<file path="src/rtl/sio_pkg.sv">
package sio_pkg;
    localparam int SIO_AM_W      = 6;
    localparam int SIO_DW        = 16;
    localparam int SIO_LANES     = SIO_DW / 8;
    localparam int SIO_DEC_W     = 16;
    localparam int SIO_WIN_BYTES = 512;

    typedef enum logic {
        PH_IDLE = 1'b0,
        PH_ACK  = 1'b1
    } sio_phase_e;

    typedef struct packed {
        sio_phase_e          phase;
        logic                is_read;
        logic [SIO_DW-1:0]   rdata;
    } sio_state_t;
endpackage

</file>
<file path="src/rtl/sio_decode.sv">
module sio_decode #(
    parameter logic [5:0] AM_USER  = 6'h29,
    parameter logic [5:0] AM_SUPER = 6'h2D,
    parameter int DEC_W  = 16,
    parameter int OFS_W  = 9,
    parameter int BASE_W = DEC_W - OFS_W,
    parameter int IDX_W  = OFS_W - 1
) (
    input  logic [5:0]        am,
    input  logic [DEC_W-1:0]  addr,
    input  logic              as_s,
    input  logic              ds0,
    input  logic              ds1,
    input  logic              lword,
    input  logic [BASE_W-1:0] base,
    output logic              valid,
    output logic [1:0]        be,
    output logic [IDX_W-1:0]  idx
);
    logic am_ok;
    logic base_hit;
    logic single;
    logic both;
    logic lane_ok;

    always_comb begin
        am_ok    = (am == AM_USER) || (am == AM_SUPER);
        base_hit = (addr[DEC_W-1:OFS_W] == base);
        single   = ds0 ^ ds1;
        both     = ds0 & ds1;
        // a word must start on an even byte
        lane_ok  = single | (both & ~addr[0]);
        valid    = as_s & am_ok & base_hit & lane_ok & ~lword;
        if (both) begin
            be = 2'b11;
        end else if (addr[0]) begin
            be = 2'b01;             // odd byte, low lane
        end else begin
            be = 2'b10;             // even byte, high lane
        end
        idx = addr[OFS_W-1:1];
    end
endmodule

</file>
<file path="src/rtl/sio_ram.sv">
module sio_ram #(
    parameter int WORDS = 256,
    parameter int IDX_W = $clog2(WORDS),
    parameter int LANES = 2,
    parameter int DW    = LANES * 8
) (
    input  logic             clk,
    input  logic             we,
    input  logic [LANES-1:0] be,
    input  logic [IDX_W-1:0] idx,
    input  logic [DW-1:0]    wdata,
    output logic [DW-1:0]    rdata
);
    for (genvar g = 0; g < LANES; g++) begin : g_lane
        logic [7:0] mem [WORDS];

        always_ff @(posedge clk) begin
            if (we && be[g]) begin
                mem[idx] <= wdata[g*8 +: 8];
            end
        end

        assign rdata[g*8 +: 8] = mem[idx];
    end
endmodule

</file>
<file path="src/rtl/sio_window_slave.sv">
module sio_window_slave
    import sio_pkg::*;
#(
    parameter int ADDR_W = 32,
    parameter logic [SIO_AM_W-1:0] AM_USER  = 6'h29,
    parameter logic [SIO_AM_W-1:0] AM_SUPER = 6'h2D,
    parameter int OFS_W  = $clog2(SIO_WIN_BYTES),
    parameter int BASE_W = SIO_DEC_W - OFS_W
) (
    input  logic                clk,
    input  logic                rst_n,
    input  logic [SIO_AM_W-1:0] am_i,
    input  logic [ADDR_W-1:0]   addr_i,
    input  logic                lword_i,
    input  logic                as_i,
    input  logic                ds0_i,
    input  logic                ds1_i,
    input  logic                write_i,
    input  logic [SIO_DW-1:0]   wdata_i,
    input  logic [BASE_W-1:0]   base_sw_i,
    output logic [SIO_DW-1:0]   rdata_o,
    output logic                dout_oe_o,
    output logic                dtack_o
);
    localparam int WORDS = SIO_WIN_BYTES / SIO_LANES;
    localparam int IDX_W = OFS_W - 1;

    sio_state_t st_d, st_q;

    logic                 dec_valid;
    logic [SIO_LANES-1:0] dec_be;
    logic [IDX_W-1:0]     dec_idx;
    logic [SIO_DW-1:0]    ram_rdata;
    logic [SIO_DW-1:0]    lane_mask;
    logic                 ram_we;
    logic                 unused_upper;

    // upper address half plays no part in short I/O
    assign unused_upper = ^addr_i[ADDR_W-1:SIO_DEC_W];

    sio_decode #(
        .AM_USER (AM_USER),
        .AM_SUPER(AM_SUPER),
        .DEC_W   (SIO_DEC_W),
        .OFS_W   (OFS_W),
        .BASE_W  (BASE_W),
        .IDX_W   (IDX_W)
    ) u_decode (
        .am   (am_i),
        .addr (addr_i[SIO_DEC_W-1:0]),
        .as_s (as_i),
        .ds0  (ds0_i),
        .ds1  (ds1_i),
        .lword(lword_i),
        .base (base_sw_i),
        .valid(dec_valid),
        .be   (dec_be),
        .idx  (dec_idx)
    );

    sio_ram #(
        .WORDS(WORDS),
        .IDX_W(IDX_W),
        .LANES(SIO_LANES),
        .DW   (SIO_DW)
    ) u_ram (
        .clk  (clk),
        .we   (ram_we),
        .be   (dec_be),
        .idx  (dec_idx),
        .wdata(wdata_i),
        .rdata(ram_rdata)
    );

    for (genvar g = 0; g < SIO_LANES; g++) begin : g_mask
        assign lane_mask[g*8 +: 8] = {8{dec_be[g]}};
    end

    always_comb begin
        st_d   = st_q;
        ram_we = 1'b0;
        unique case (st_q.phase)
            PH_IDLE: begin
                if (dec_valid) begin
                    st_d.phase   = PH_ACK;
                    st_d.is_read = ~write_i;
                    st_d.rdata   = ram_rdata & lane_mask;
                    ram_we       = write_i;
                end
            end
            PH_ACK: begin
                if (!ds0_i && !ds1_i) begin
                    st_d.phase = PH_IDLE;
                end
            end
            default: st_d.phase = PH_IDLE;
        endcase
    end

    always_ff @(posedge clk or negedge rst_n) begin
        if (!rst_n) begin
            st_q <= '{phase: PH_IDLE, is_read: 1'b0, rdata: '0};
        end else begin
            st_q <= st_d;
        end
    end

    assign dtack_o   = (st_q.phase == PH_ACK);
    assign dout_oe_o = (st_q.phase == PH_ACK) && st_q.is_read;
    assign rdata_o   = st_q.rdata;
endmodule

</file>
<file path="config.mk">
export PLATFORM = sky130hd
export DESIGN_NAME = sio_window_slave
export DESIGN_NICKNAME = d
export VERILOG_FILES = /design/src/rtl/sio_pkg.sv /design/src/rtl/sio_decode.sv /design/src/rtl/sio_ram.sv /design/src/rtl/sio_window_slave.sv
export SDC_FILE = /design/constraint.sdc
export NUM_CORES = 2
export LEC_CHECK = 0
export ABC_AREA = 0
export BUFFER_PORTS_ARGS = -buffer_cell sky130_fd_sc_hd__buf_2
export CAP_MARGIN = 30
export CORE_MARGIN = 8
export CORE_UTILIZATION = 40
export CTS_CLUSTER_SIZE = 14
export DETAILED_ROUTE_END_ITERATION = 10
export HOLD_SLACK_MARGIN = 0.02
export SLEW_MARGIN = 10
export SYNTH_ARGS = -nofsm -noshare
export SYNTH_HDL_FRONTEND = slang
export SYNTH_HIERARCHICAL = 1
export SYNTH_SLANG_ARGS = --single-unit
</file>
<file path="constraint.sdc">
create_clock -name clk -period 4.1 [get_ports clk]
set_input_delay 0.205 -clock clk [delete_from_list [all_inputs] [get_ports clk]]
set_output_delay 0.205 -clock clk [all_outputs]
set_load 0.005 [all_outputs]
</file>
# Word level (Yosys, flattened, before mapping)
# Memories as Yosys holds them, arrays and structs flattened.
# Cells that the tools add are included.
# totals
elab_cells,40
inputBits,68
regBits,18
memories,2
output_inout_bits,18
ramBits,4096
# mem_list
memory,words,word_bits,read_ports,rd_clocked_by_memory_dff,write_ports,line,source
u_ram.g_lane[0].mem,256,8,1,0,1,sio_ram.sv:15,logic [7:0] mem [WORDS];
u_ram.g_lane[1].mem,256,8,1,0,1,sio_ram.sv:15,
# op_classes
n_eq_ne,3
n_mux,11
n_bitwise,13
n_reduce_logical,8
# op_table
operator,n
$mux W18,1
$and A16 B16 Y16,1
$eq A6 B6 Y1 const B,2
$eq A7 B7 Y1,1
$mux W1,7
$and A1 B1 Y1,6
$logic_and A1 B1 Y1,4
$mux W2,2
$not A1 Y1,4
$logic_not A1 Y1,2
$pmux W1 S2,1
$reduce_and A2 Y1,1
$logic_or A1 B1 Y1,1
$or A1 B1 Y1,1
$xor A1 B1 Y1,1

# Depth between registers and ports, before layout
# depth
depth_word,11
ltp_mapped,13
ltp_nobuf,10

# By module
# Netlist, hierarchy kept.
# by_module_without_submodules
mod,cells_each,seq_area_each_um2,instances,area_each_um2
sio_ram,7015,122998.0,1,156151.0
sio_window_slave,93,450.4,1,935.9
sio_decode,25,0.0,1,203.9

# Worst setup path before layout
# OpenSTA, ideal clock, no wires.
# synth_path
kind,input to register
from,in ds0_i
to,"mem u_ram.g_lane[1].mem[112][0], enable pin"
n_path_buf,3
setup_ps,370
required_time_ps,3730
path_slack_ps,1364
arrival_ps,2365
cell_stages,12
path_cell_list,ha_1 o2111ai_1 nor4_2 nor2b_2 buf_6 buf_12 and2_1 nand2_1 nor2_1 nand2_1 clkbuf_1 nor2_1
# synth_via
elab_chain_len,10
word_cells_on_any_way,12
cone_classes,mux (5); bitwise (6); reduce/logical (1)
# synth_lines
element,line,source
from (decl),sio_window_slave.sv:16,"input logic ds0_i,"
$and A1 B1 Y1,sio_decode.sv:30,both = ds0 & ds1;
$and A1 B1 Y1,sio_decode.sv:32,lane_ok = single | (both & ~addr[0]);
$or A1 B1 Y1 (*),sio_decode.sv:32,
$and A1 B1 Y1 (*) (2 in a row),sio_decode.sv:33,valid = as_s & am_ok & base_hit & lane_ok & ~lword;
net dec_valid,sio_window_slave.sv:30,logic dec_valid;
$mux W1 (*),sio_window_slave.sv:84,if (dec_valid) begin
$mux W1 (*),sio_window_slave.sv:82,unique case (st_q.phase)
net ram_we,sio_window_slave.sv:35,logic ram_we;
$logic_and A1 B1 Y1 (*),sio_ram.sv:18,if (we && be[g]) begin
$mux W1 (*),sio_ram.sv:18,
$mux W1 (not written as such) (*),sio_ram.sv:19,mem[idx] <= wdata[g*8 +: 8];
to (decl),sio_ram.sv:15,
# The timed path passes the listed nets; every way through them passes the cells marked *.

# Worst setup path in the final report
# layout_path
from,in am_i[0]
to,"mem u_ram.g_lane[1].mem[119][5], enable pin"
# layout_via
elab_chain_len,11
word_cells_on_any_way,12
cone_classes,eq/ne (2); mux (4); bitwise (4); reduce/logical (2)
# layout_lines
element,line,source
from (decl),sio_window_slave.sv:12,"input logic [SIO_AM_W-1:0] am_i,"
$eq A6 B6 Y1,sio_decode.sv:27,am_ok = (am == AM_USER) || (am == AM_SUPER);
$logic_or A1 B1 Y1 (*),sio_decode.sv:27,
$and A1 B1 Y1 (*) (4 in a row),sio_decode.sv:33,
net dec_valid,sio_window_slave.sv:30,
$mux W1 (*),sio_window_slave.sv:84,
$mux W1 (*),sio_window_slave.sv:82,
net ram_we,sio_window_slave.sv:35,
$logic_and A1 B1 Y1 (*),sio_ram.sv:18,
$mux W1 (*),sio_ram.sv:18,
$mux W1 (not written as such) (*),sio_ram.sv:19,
# Marks and branches as above.

==> metrics.md <==
| Metric | Value |
|---|---|
| Adder-cell share of the synthesized area | `0.007955%` |
| Worst-margin pin slew | `1241 ps` |
| Final cycle utilization of the critical path | `96.60%` |
| Max Cap Viol | `0` |
| Post-synthesis sequential area ratio | `78.48%` |
| Max Clk Rate | `0.2525 GHz` |
| DR WL/cell | `28.95 um` |
| Combinational power share | `4.6%` |
| Post-synthesis mux area share | `14.77%` |
| Simple-Gate Fraction of Synth Area | `1.570%` |
| CTS tree | `built` |
| Initial Util | `40.13%` |
| Sequential share of power | `53.0%` |
| Drt first pass iters | `6` |
| Ports | `86` |
| Hold/Removal Path Class | `in -> reg` |
| CTS buffer count | `between 400 and 500` |
| Grt ovf | `0` |
| Placer's final routability congestion estimate | `0.8146` |
| Critical path peak fanout | `16` |
| Syn nets | `7202` |
| Setup Buffers After CTS | `0` |
| Die Width | `643.1 um` |
| P_int | `0.06894 W` |
| Synth Instances | `7133` |
| Critical Path Start Type | `primary input` |
| Avg Cell Area, Syn | `22.05 sq um` |
| Final Setup Violations | `0` |
| Post-synth ARST share | `0.4375%` |
| Antenna violations before repair | `17` |
| Starting DRT DRC Count | `8390` |
| Largest family of logic cells by synthesized area | `multiplexers` |
| All-Layer GR Usage | `18.30%` |
| Synth Area in XOR/XNOR | `0.04375%` |
| Dpl hpwl | `232.6 mm` |
| Number of global-route vias before repair | `between 70000 and 80000` |
| Filler cells | `about 32000` |
| Largest net degree at the start of global routing | `174` |
| VDD IR max | `0.3161 mV` |
| Final Hold Viols | `0` |
| CP Capture Type | `flop` |
| WS Path Type | `in -> reg` |
| Residual DRC | `0` |
| Number of flops mapped to enable cells by yosys | `approximately 4100` |
| Switching part of the total | `20.91%` |
| Unique masters post-synth | `30` |
| Util after Layout | `46.59%` |
| Status | `complete, no violations` |
| Synth Area in Compound Gates | `3.623%` |
| Worst Path Required | `4660 ps` |
| Number of synthesized register bits | `4114` |
| First-pass GRT wire length | `561.6 mm` |
| Num Clock Sinks | `4114` |
| Max-slew violation count | `0` |
| Worst-Skew Late Latency | `950 ps` |
| RSZ-0062 raised after global routing | `yes` |
| Core Footprint | `392000 sq um` |
| Quantity of I/O buffers inserted on ports | `68` |
| Clock power share | `between 40% and 50%` |
| CP arrival | `4520 ps` |
| Leakage | `56.76 nW` |
| Vias per inst | `5.702` |
| Synth-to-layout area growth | `16.09%` |
| Setup TNS | `0 ps` |
| # rows | `230` |
| Worst Skew | `65.85 ps` |
| Slew margin rel. | `17.27%` |
| Sw Pwr | `0.01823 W` |
| Longest Clk Path Bufs | `4` |
| Die H | `643.1 um` |
| Min Clock Period, post-route | `3960 ps` |
| Predominant post-synthesis flop cell | `edfxtp_1` |
| Vias | `76770` |
| Ys Warns | `6` |
| H-Tree Depth | `5` |
| Root Driver | `clkbuf_16` |
| Final layout net count | `7972` |
| Pwr dens | `~480 nW/um^2` |
| Antenna Nets Post-Route | `0` |
| Clock-pin slew on the worst setup and hold paths | `60 ps` |
| Cell area after synthesis | `157300 sq um` |
| Die area | `slightly above 400000 sq um` |
| Post-Route WL | `between 300 and 400 mm` |
| Share of layout cells above drive strength 1 | `29.74%` |
==> power by group through the flow <==
| stage | combinational, W | sequential, W | clock [W] |
|---|---|---|---|
| after floorplan | 0.00196 | 0.0471 | 0 |
| after global placement | 0.00393 | 0.0471 | 0 |
| after detailed placement | 0.00402 | 0.0471 | 0 |
| after CTS | 0.00405 | 0.0462 | 0.0376 |
| after global routing | 0.00422 | 0.0462 | 0.0392 |
| final | 0.00401 | 0.0462 | 0.0369 |
==> sequential cells by signal (all words and copies together), names as in the netlist <==
| signal | count |
|---|---|
| u_ram/g_lane.mem | 4096 |
| st_q | 1 |
| dtack_o | 1 |
| rdata_o | 16 |
==> logic make-up after synthesis <==
| logic type | after synthesis |
|---|---|
| compound gates | 834 |
| flops | 4114 |
| fa+ha+maj | 1 |
| mux | 1041 |
| buf+inv | 507 |
| xor+xnor | 7 |
| simple gates | 629 |
==> area by class of cell <==
type | instances | area, sq um | share of cell area [%]
Sequential cell | 4114 | 123400 | 67.61
Multi-Input combinational cell | 2512 | 31760 | 17.39
Clock buffer | 519 | 10930 | 5.988
Timing Repair Buffer | 845 | 7575 | 4.148
Tap cell | 5220 | 6531 | 3.577
Clock inverter | 232 | 2276 | 1.246
Inverter | 17 | 63.81 | 0.03495
Antenna cell | 6 | 15.01 | 0.008223
==> timing repair <==
| item | CTS | global route |
|---|---|---|
| hold buffers | 32 | 0 |
| resized for setup | 0 | 0 |
| endpoints found under the hold margin | 1746 | 0 |
| setup endpoints to repair | 0 | 24 |
==> stage by stage <==
step           total power [W]  hold WS (ps)  instance area, sq um  setup WS (ps)  instances
2_1_floorplan          0.04910        -90.59                157300           1364       7133
3_3_place_gp           0.05106         146.8                168900          303.8      12670
3_5_place_dp           0.05115         156.2                169000          279.1      12670
4_1_cts                0.08792         30.33                182500          256.8      13460
5_1_grt                0.08961         111.6                182600         -10.00      13460
6_report               0.08717         123.6                182600          139.5      13470
==> final timing paths <==
| path | start | end | slack [ps] | cells after the start |
|---|---|---|---|---|
| max | am_i[0] | u_ram/g_lane[1].mem[119][5] | 140 | 13 |
| min | addr_i[7] | u_ram/g_lane[1].mem[155][2] | 120 | 4 |
| max reg2reg | u_ram/g_lane[0].mem[111][6] | rdata_o[6] | 840 | 10 |
| min reg2reg | rdata_o[10] | rdata_o[10] | 530 | 2 |
| max in group asynchronous | rst_n | rdata_o[13] | 3150 | 3 |
| min in group asynchronous | rst_n | rdata_o[11] | 430 | 3 |
==> synth_stat cells (2+ instances only) <==
master / count / share of area (%)
clkbuf_1: 308 / 0.74
xnor2_1: 6 / 0.033
a21oi_1: 256 / 0.81
nor2_1: 524 / 1.3
a22oi_1: 512 / 2.4
buf_4: 34 / 0.16
or2_2: 2 / 0.0080
o41ai_1: 64 / 0.36
nand2b_1: 4 / 0.016
edfxtp_1: 4096 / 78
inv_1: 17 / 0.041
buf_2: 76 / 0.24
nand2_1: 63 / 0.15
and2_1: 4 / 0.016
buf_1: 42 / 0.10
nand3_1: 5 / 0.016
nor2b_1: 7 / 0.028
dfrtp_1: 18 / 0.29
nand4_1: 17 / 0.068
buf_6: 29 / 0.21
mux2i_1: 17 / 0.11
mux4_2: 1024 / 15
==> per-layer routing <==
metal,vias up,share of wire (%),GRT usage [%]
li1,31790,-,-
met1,41230,41,25.63
met2,3203,48,29.77
met3,551,8.1,3.206
met4,4,2.9,4.897
met5,-,0.0072,0
==> cell usage in the layout (no fill, tap or decap), types with 4 or more instances in the layout <==
cell type	count
nor2_1	522
dlygate4sd3_1	32
mux2i_1	17
diode_2	6
edfxtp_1	4096
buf_4	656
a22oi_1	512
mux4_2	1024
o41ai_1	56
clkinv_8	10
dfrtp_1	18
nand2_4	13
clkbuf_1	96
inv_1	17
nor2b_4	4
a21oi_1	256
xnor2_1	6
nand4_1	17
buf_12	87
buf_2	50
clkinv_1	81
nand2_1	50
clkbuf_16	422
bufinv_16	38
clkinv_2	87
clkinvlp_4	5
o41ai_2	8
nand3_4	4
buf_8	17
inv_16	5
==> worst max-delay path, stage by stage <==
cell and delay, ps:
dlygate4sd3_1 530, buf_2 100, nand3_1 50, dlygate4sd3_1 570
nor4_2 230, dlygate4sd3_1 570, nor2b_2 160, and2_1 200
nand2_1 170, nor2_1 240, buf_4 210, nand2_1 440
nor2_1 840
No activity file was read; power rests on OpenSTA's default activity.
